<file path="src/rtl/iop_pkg.sv">
package iop_pkg;
  // Default bus geometry shared by the port and its bench
  localparam int unsigned IOP_ADDR_W = 16;
  localparam int unsigned IOP_SEL_W  = 2;
  localparam int unsigned IOP_DATA_W = 8;
endpackage

</file>
<file path="src/rtl/iop_strobe_sync.sv">
module iop_strobe_sync (
  input  logic clk,
  input  logic rst_n,
  input  logic wr_n_i,
  output logic commit_o
);
  logic s1_q, s2_q, prev_q;
  logic s1_d, s2_d, prev_d;

  always_comb begin
    s1_d   = wr_n_i;
    s2_d   = s1_q;
    prev_d = s2_q;
  end

  always_ff @(posedge clk or negedge rst_n) begin
    if (!rst_n) begin
      s1_q   <= 1'b1;
      s2_q   <= 1'b1;
      prev_q <= 1'b1;
    end else begin
      s1_q   <= s1_d;
      s2_q   <= s2_d;
      prev_q <= prev_d;
    end
  end

  // trailing edge of the strobe: low last cycle, high now
  assign commit_o = s2_q & ~prev_q;


  commit_single_chk: assert property (@(posedge clk) disable iff (!rst_n)
    commit_o |=> !commit_o);
endmodule

</file>
<file path="src/rtl/iop_addr_match.sv">
module iop_addr_match #(
  parameter int unsigned ADDR_W = 16,
  parameter int unsigned SEL_W  = 2,
  localparam int unsigned BASE_W = ADDR_W - SEL_W,
  localparam int unsigned LANES  = 1 << SEL_W
) (
  input  logic [ADDR_W-1:0] addr_i,
  input  logic [BASE_W-1:0] base_i,
  input  logic              dma_n_i,
  output logic              addr_ok_o,
  output logic              hit_o,
  output logic [LANES-1:0]  lane_oh_o
);
  always_comb begin
    addr_ok_o = (addr_i[ADDR_W-1:SEL_W] == base_i);
    hit_o     = addr_ok_o & dma_n_i;
  end

  for (genvar g = 0; g < LANES; g++) begin : g_lane_dec
    assign lane_oh_o[g] = (addr_i[SEL_W-1:0] == SEL_W'(g));
  end
endmodule

</file>
<file path="src/rtl/iop_lane_bank.sv">
module iop_lane_bank #(
  parameter int unsigned DATA_W = 8,
  parameter int unsigned LANES  = 4,
  localparam int unsigned OUT_W = DATA_W * LANES
) (
  input  logic              clk,
  input  logic              rst_n,
  input  logic [LANES-1:0]  we_i,
  input  logic [DATA_W-1:0] d_i,
  output logic [OUT_W-1:0]  q_o
);

  lane_onehot_chk: assert property (@(posedge clk) disable iff (!rst_n)
    $onehot0(we_i));

  for (genvar g = 0; g < LANES; g++) begin : g_lane
    logic [DATA_W-1:0] lane_q, lane_d;

    always_comb begin
      lane_d = lane_q;
      if (we_i[g]) lane_d = d_i;
    end

    always_ff @(posedge clk or negedge rst_n) begin
      if (!rst_n) lane_q <= '0;
      else        lane_q <= lane_d;
    end

    assign q_o[g*DATA_W +: DATA_W] = lane_q;


    lane_load_chk: assert property (@(posedge clk) disable iff (!rst_n)
      we_i[g] |=> (q_o[g*DATA_W +: DATA_W] == $past(d_i)));
  end
endmodule

</file>
<file path="src/rtl/iop_out_port.sv">
module iop_out_port
  import iop_pkg::*;
#(
  parameter int unsigned ADDR_W = IOP_ADDR_W,
  parameter int unsigned SEL_W  = IOP_SEL_W,
  parameter int unsigned DATA_W = IOP_DATA_W,
  localparam int unsigned BASE_W = ADDR_W - SEL_W,
  localparam int unsigned LANES  = 1 << SEL_W,
  localparam int unsigned OUT_W  = DATA_W * LANES
) (
  input  logic              clk,
  input  logic              rst_n,
  input  logic [ADDR_W-1:0] bus_addr,
  input  logic [DATA_W-1:0] bus_data,
  input  logic              bus_wr_n,
  input  logic              bus_dma_n,
  input  logic [BASE_W-1:0] base_sw,
  output logic [OUT_W-1:0]  port_q
);
  // reset: asserted asynchronously, released on the clock
  logic rst_meta_q, rst_sync_q;
  always_ff @(posedge clk or negedge rst_n) begin
    if (!rst_n) begin
      rst_meta_q <= 1'b0;
      rst_sync_q <= 1'b0;
    end else begin
      rst_meta_q <= 1'b1;
      rst_sync_q <= rst_meta_q;
    end
  end

  // bus capture while the strobe is low
  logic [ADDR_W-1:0] hold_addr_q, hold_addr_d;
  logic [DATA_W-1:0] hold_data_q, hold_data_d;
  logic              hold_dma_n_q, hold_dma_n_d;
  logic              cap_en;

  always_comb begin
    cap_en       = ~bus_wr_n;
    hold_addr_d  = hold_addr_q;
    hold_data_d  = hold_data_q;
    hold_dma_n_d = hold_dma_n_q;
    if (cap_en) begin
      hold_addr_d  = bus_addr;
      hold_data_d  = bus_data;
      hold_dma_n_d = bus_dma_n;
    end
  end

  always_ff @(posedge clk or negedge rst_sync_q) begin
    if (!rst_sync_q) begin
      hold_addr_q  <= '0;
      hold_data_q  <= '0;
      hold_dma_n_q <= 1'b1;
    end else begin
      hold_addr_q  <= hold_addr_d;
      hold_data_q  <= hold_data_d;
      hold_dma_n_q <= hold_dma_n_d;
    end
  end

  logic             commit;
  logic             addr_ok, hit;
  logic [LANES-1:0] lane_oh, lane_we;

  iop_strobe_sync i_sync (
    .clk      (clk),
    .rst_n    (rst_sync_q),
    .wr_n_i   (bus_wr_n),
    .commit_o (commit)
  );

  iop_addr_match #(.ADDR_W(ADDR_W), .SEL_W(SEL_W)) i_match (
    .addr_i    (hold_addr_q),
    .base_i    (base_sw),
    .dma_n_i   (hold_dma_n_q),
    .addr_ok_o (addr_ok),
    .hit_o     (hit),
    .lane_oh_o (lane_oh)
  );

  assign lane_we = lane_oh & {LANES{commit & hit}};

  iop_lane_bank #(.DATA_W(DATA_W), .LANES(LANES)) i_bank (
    .clk   (clk),
    .rst_n (rst_sync_q),
    .we_i  (lane_we),
    .d_i   (hold_data_q),
    .q_o   (port_q)
  );


  idle_stable_chk: assert property (@(posedge clk) disable iff (!rst_sync_q)
    !commit |=> $stable(port_q));

  miss_hold_chk: assert property (@(posedge clk) disable iff (!rst_sync_q)
    (commit && !addr_ok) |=> $stable(port_q));

  dma_block_chk: assert property (@(posedge clk) disable iff (!rst_sync_q)
    (commit && !hold_dma_n_q) |=> $stable(port_q));
endmodule

</file>
<file path="config.mk">
export PLATFORM = sky130hd
export DESIGN_NAME = iop_out_port
export DESIGN_NICKNAME = d
export VERILOG_FILES = /design/src/rtl/iop_pkg.sv /design/src/rtl/iop_strobe_sync.sv /design/src/rtl/iop_addr_match.sv /design/src/rtl/iop_lane_bank.sv /design/src/rtl/iop_out_port.sv
export SDC_FILE = /design/constraint.sdc
export NUM_CORES = 1
export LEC_CHECK = 0
export ABC_AREA = 1
export BUFFER_PORTS_ARGS = -buffer_cell sky130_fd_sc_hd__buf_2
export CAP_MARGIN = 20
export CORE_UTILIZATION = 40
export CTS_BUF_LIST = sky130_fd_sc_hd__clkbuf_8
export DETAILED_ROUTE_END_ITERATION = 10
export GPL_TIMING_DRIVEN = 0
export PLACE_DENSITY = 0.62
export SLEW_MARGIN = 20
export SYNTH_ARGS = -nofsm -noshare
export SYNTH_HDL_FRONTEND = slang
export SYNTH_SLANG_ARGS = --single-unit
</file>
<file path="constraint.sdc">
create_clock -name clk -period 3.85 [get_ports clk]
set_input_delay 0.1925 -clock clk [delete_from_list [all_inputs] [get_ports clk]]
set_output_delay 0.1925 -clock clk [all_outputs]
set_load 0.1 [all_outputs]
</file>
* Word level (Yosys, flattened, before mapping)
Index checks and enable logic that the tools add are counted.
Operators by class: bitwise gates (word level) 5, equality and inequality tests 4, reduce and logical (&&, ||, !) cells 1
Operator list (count):
- 14-bit equality test | 1
- 4-bit bitwise AND | 1
- 2-bit equality test, second input constant | 2
- 1-bit bitwise AND | 3
- 2-bit by 1-bit equality test with 1-bit output, second input constant | 1
- 2-bit zero test | 1
- 1-bit NOT | 1
Storage, ports and cells: output and inout port bits 32, flip-flop bits (word level) 62, input bits 42

* Depth between registers and ports, before layout
word-level depth 4, gate-level depth with buffers 9, mapped depth without buffers 9

* Hierarchy
A second synthesis with hierarchy kept.
Second synthesis, totals: cells, all modules 342, area, all modules 2687.6 sq um
Modules (own cells, without submodules):
- iop_lane_bank | seq. area each 800.8 sq um, instances 1, cells an instance 136, area each 1221.2 sq um
- iop_out_port | seq. area each 676.9 sq um, instances 1, cells an instance 118, area each 1053.5 sq um
- iop_addr_match | seq. area each 0.0 sq um, instances 1, cells an instance 83, area each 324.1 sq um
- iop_strobe_sync | seq. area each 78.8 sq um, instances 1, cells an instance 5, area each 88.8 sq um

* Worst setup path before layout
Ideal clock, no wire load.
path type reg2reg, start point reg i_sync.s2_q (netlist: i_sync.prev_d), end point reg i_bank.g_lane[0].lane_q[0], buffers on the path 0, setup slack 2.474 ns, cell stages (with the launch flop) 8, clock period less this slack 1.376 ns, arrival 1.254 ns, cell sequence dfstp_2 -> nand3_1 -> nor2_1 -> nand2_2 -> nor2_8 -> nand3_4 -> nand2_1 -> nand2_1
On the way: cells in the longest elaborated chain, start to end 3
Ends and longest elaborated chain:
- start: declaration | line iop_strobe_sync.sv:7 | logic s1_q, s2_q, prev_q;
- start signal: assignment | line iop_strobe_sync.sv:19 | s2_q <= 1'b1;
- start signal: assignment | line iop_strobe_sync.sv:23 | s2_q <= s2_d;
- 1-bit bitwise AND | line iop_strobe_sync.sv:29 | assign commit_o = s2_q & ~prev_q;
- 1-bit bitwise AND | line iop_out_port.sv:82 | assign lane_we = lane_oh & {LANES{commit & hit}};
- 4-bit bitwise AND | line iop_out_port.sv:82
- end signal: assignment | line iop_lane_bank.sv:26 | else lane_q <= lane_d;
- end: declaration | line iop_lane_bank.sv:17 | logic [DATA_W-1:0] lane_q, lane_d;
No other way between the ends. A chain may end at the register's enable or synchronous reset.

* Final worst setup path
start point reg hold_dma_n_q, end point reg i_bank.g_lane[1].lane_q[3]
On the way: cells in the longest elaborated chain, start to end 3
Ends and longest elaborated chain:
- start: declaration | line iop_out_port.sv:35 | logic hold_dma_n_q, hold_dma_n_d;
- start signal: assignment | line iop_out_port.sv:58 | hold_dma_n_q <= hold_dma_n_d;
- 1-bit bitwise AND | line iop_addr_match.sv:16 | hit_o = addr_ok_o & dma_n_i;
- 1-bit bitwise AND | line iop_out_port.sv:82
- 4-bit bitwise AND | line iop_out_port.sv:82
- end signal: assignment | line iop_lane_bank.sv:26
- end: declaration | line iop_lane_bank.sv:17
No other way between the ends.

==> results.txt <==
Final WL = 6100 um
Core Footprint = 6760 um2
Top-level I/O count = 74
First-pass detailed-route iteration total = 4
Power per cell area = 416 nW/um2
Routed via count = 2238
Min-Delay Path Depth = 2
Number of antenna diodes = 0
Placed cells = 454
Crit-path cells = nand3_1 -> nor2_1 -> nand2_2 -> nor2_8 -> buf_6 -> nand4_1 -> nand2_1
Antenna-violating nets left = 0
GRT Overall Usage = 18.8%
CTS tree = done
Mapped Avg Cell Area = 9.28 um2
Worst r2r src = hold_dma_n_q$_DFFE_PN1N_
CTS buffer count = 9
RePlAce Congestion = 0.744
CP max FO = 10
Mapped cell area = 2780 um2
Commonest non-fill, non-tap cells in the layout = nand2_1 (105), buf_2 (74), dfrtp_1 (57)
Worst Path Required = 4.12 ns
CTS max path bufs = 2
Final max-slew violation count = 0
Unique masters post-synth = 21
Initial antenna violation count = 0
Status = finished clean
Wl on met1 = 2910 um
Slowest CP cell = dfstp_2
Cell count after synthesis = 300
Register Area = 1560 um2
Rows = 30
Post-DR wirelength/cell = 12.9 um
Area of the multi-input gates = 1030 um2
Total power = 1460 uW
Final setup viols = 0
Worst Setup End Kind = flop
CTS Root Cell = clkbuf_8
Hold_buf cts = 2
Fin cells = 472
Final worst-path cycle share = 40.2%
Hold worst-path end = hold_addr_q[13]$_DFFE_PN0N_
R2r setup slk = 2.30 ns
Fin. Hold Viols = 0
Area Growth Syn to Fin = 26.3%
Cell accounting for the most synthesized area = dfrtp_1
Chip Width = 85.4 um
Die ar. = 7290 um2
Worst-case reg-to-reg path depth = 7
Port bufs = 73
Top post-synthesis cells by area = dfrtp_1 (52%), nand2_1 (14%), nand4_1 (7.2%)
Vias per Instance = 4.74
DP HPWL = 4310 um
Worst setup path category = reg -> reg
# Max-Cap Violations = 0
#FFs+latches synth = 62
Final Skew = 0.0101 ns
Total gr overflow = 0
Metal3 WL = 416 um
Critical Path Max Stage Delay = 0.53 ns
FILL cells = 643
First-pass GRT wire length = 10400 um
Leakage = 0.00203 uW
Vias in the first global route = 2191
Mapped Nets = 342
Hold wc startpoint = bus_addr[13]
Sink Count = 62
DRC viols = 0
Top sig layer = met4
Final min period = 1.55 ns
Fmax = 646 MHz
Drt first-iter violations = 96
Crit path arrival time = 1.82 ns
Top-area cell type share of the netlist area = 52.2%
Setup TNS = 0 ns
Synth Flop Type = dfrtp_1
Type of the most critical hold path = in -> reg
Post-synth EDFFs = 0
Async set-reset flop share out of synthesis = 100%
Setup Buffers After CTS = 0
Most common cell after layout, fill and taps aside = nand2_1
Clk_lat worst skew = 0.34 ns
Worst vdd ir = 191 uV
Share of cells above drive strength 1 = 32.1%
R2r endpoint = i_bank.g_lane[1].lane_q[3]$_DFFE_PN0P_
Met2 routed WL = 2710 um
Largest net degree at the start of global routing = 49
Final nets = 429
Starting Density = 41.2%
H-tree Lvls = 3
Post-synthesis sequential area ratio = 55.9%
Startpoint Class = flop
Post-CTS Resized = 0
YS warnings = 0
Die Y = 85.4 um
RSZ-0062 raised after global routing = false
CTS clock-pin slew for the worst setup and hold paths = 0.07 ns
report_power, final:
| part | switching [uW] | leakage (uW) | internal (uW) | total, uW |
|---|---|---|---|---|
| clock network | 251 | 0.000119 | 375 | 627 |
| registers | 29.7 | 0.000784 | 681 | 711 |
| logic | 72.5 | 0.00112 | 51.9 | 124 |
worst max-delay path by stage:
stage,cells after the start,slack (ns),endpoint,start
after global routing,7,2.20,i_bank.g_lane[3].lane_q[5]$_DFFE_PN0P_,hold_dma_n_q$_DFFE_PN1N_
after global placement,0,1.24,i_bank.g_lane[3].lane_q[6]$_DFFE_PN0P_,rst_sync_q$_DFF_PN0_
final,7,2.30,i_bank.g_lane[1].lane_q[3]$_DFFE_PN0P_,hold_dma_n_q$_DFFE_PN1N_
after CTS,7,2.29,i_bank.g_lane[3].lane_q[2]$_DFFE_PN0P_,i_sync.prev_d$_DFF_PN1_
after detailed placement,7,2.31,i_bank.g_lane[0].lane_q[2]$_DFFE_PN0P_,i_sync.prev_d$_DFF_PN1_
after floorplan,0,2.00,hold_addr_q[0]$_DFFE_PN0N_,rst_sync_q$_DFF_PN0_
cells by family after synthesis:
logic type                after synthesis  synth area share (%)
AOI/OAI and AO/OA                      15                  2.70
other                                   1                 0.135
DFF                                    62                  55.9
and+or+nand+nor                       171                  29.8
muxes                                  10                  4.05
buffers and inverters                  40                  7.06
xor gates and xnor gates                1                 0.315
worst max-delay path: cells and delay by family (launching register included):
| kind | cells | cell delay (ns) |
|---|---|---|
| flip-flops | 1 | 0.53 |
| AND/OR/NAND/NOR | 6 | 0.77 |
| buffers and inverters | 1 | 0.18 |
layer usage:
| layer | GRT usage (%) | up-vias |
|---|---|---|
| li1 | - | 1146 |
| met1 | 24.2 | 1016 |
| met2 | 28.9 | 68 |
| met3 | 6.42 | 8 |
| met4 | 7.73 | 0 |
| met5 | 0 | - |
stage by stage:
step / util [%] / worst slack, ns / instance area, um2 / hold slack [ns]
after floorplan: - / 2.00 / 2780 / -0.103
after global placement: 48.1 / 1.24 / 3250 / -0.0221
after detailed placement: 48.5 / 2.31 / 3280 / -0.0198
after CTS: 52.0 / 2.29 / 3510 / 0.0715
after global routing: 52.0 / 2.20 / 3510 / 0.0850
final: 52.0 / 2.30 / 3510 / 0.0871
Yosys cell counts, types with 3 or more instances:
cell     count
nand2_1    105
dfrtp_1     58
nand4_1     32
inv_1       26
nor2_1      19
a21oi_1     15
mux2_2      10
buf_6        6
nor2_2       5
dfstp_2      4
nand3_4      4
inv_2        3
registers in the layout (all words and copies together), names as in the netlist:
signal,cells
hold_addr_q,16
hold_data_q,8
hold_dma_n_q,1
i_bank.g_lane.lane_q,32
i_sync.prev_d,1
i_sync.prev_q,1
i_sync.s1_q,1
rst_meta_q,1
rst_sync_q,1
layout make-up:
| type | count | share of cell area [%] |
|---|---|---|
| Tap cell | 80 | 2.85 |
| Buffer | 10 | 2.39 |
| Sequential cell | 62 | 44.4 |
| Timing Repair Buffer | 76 | 11.7 |
| Clock buffer | 10 | 3.92 |
| Clock inverter | 6 | 2.21 |
| Inverter | 30 | 3.20 |
| Multi-Input combinational cell | 198 | 29.3 |
(Power assumes the default switching activity.)
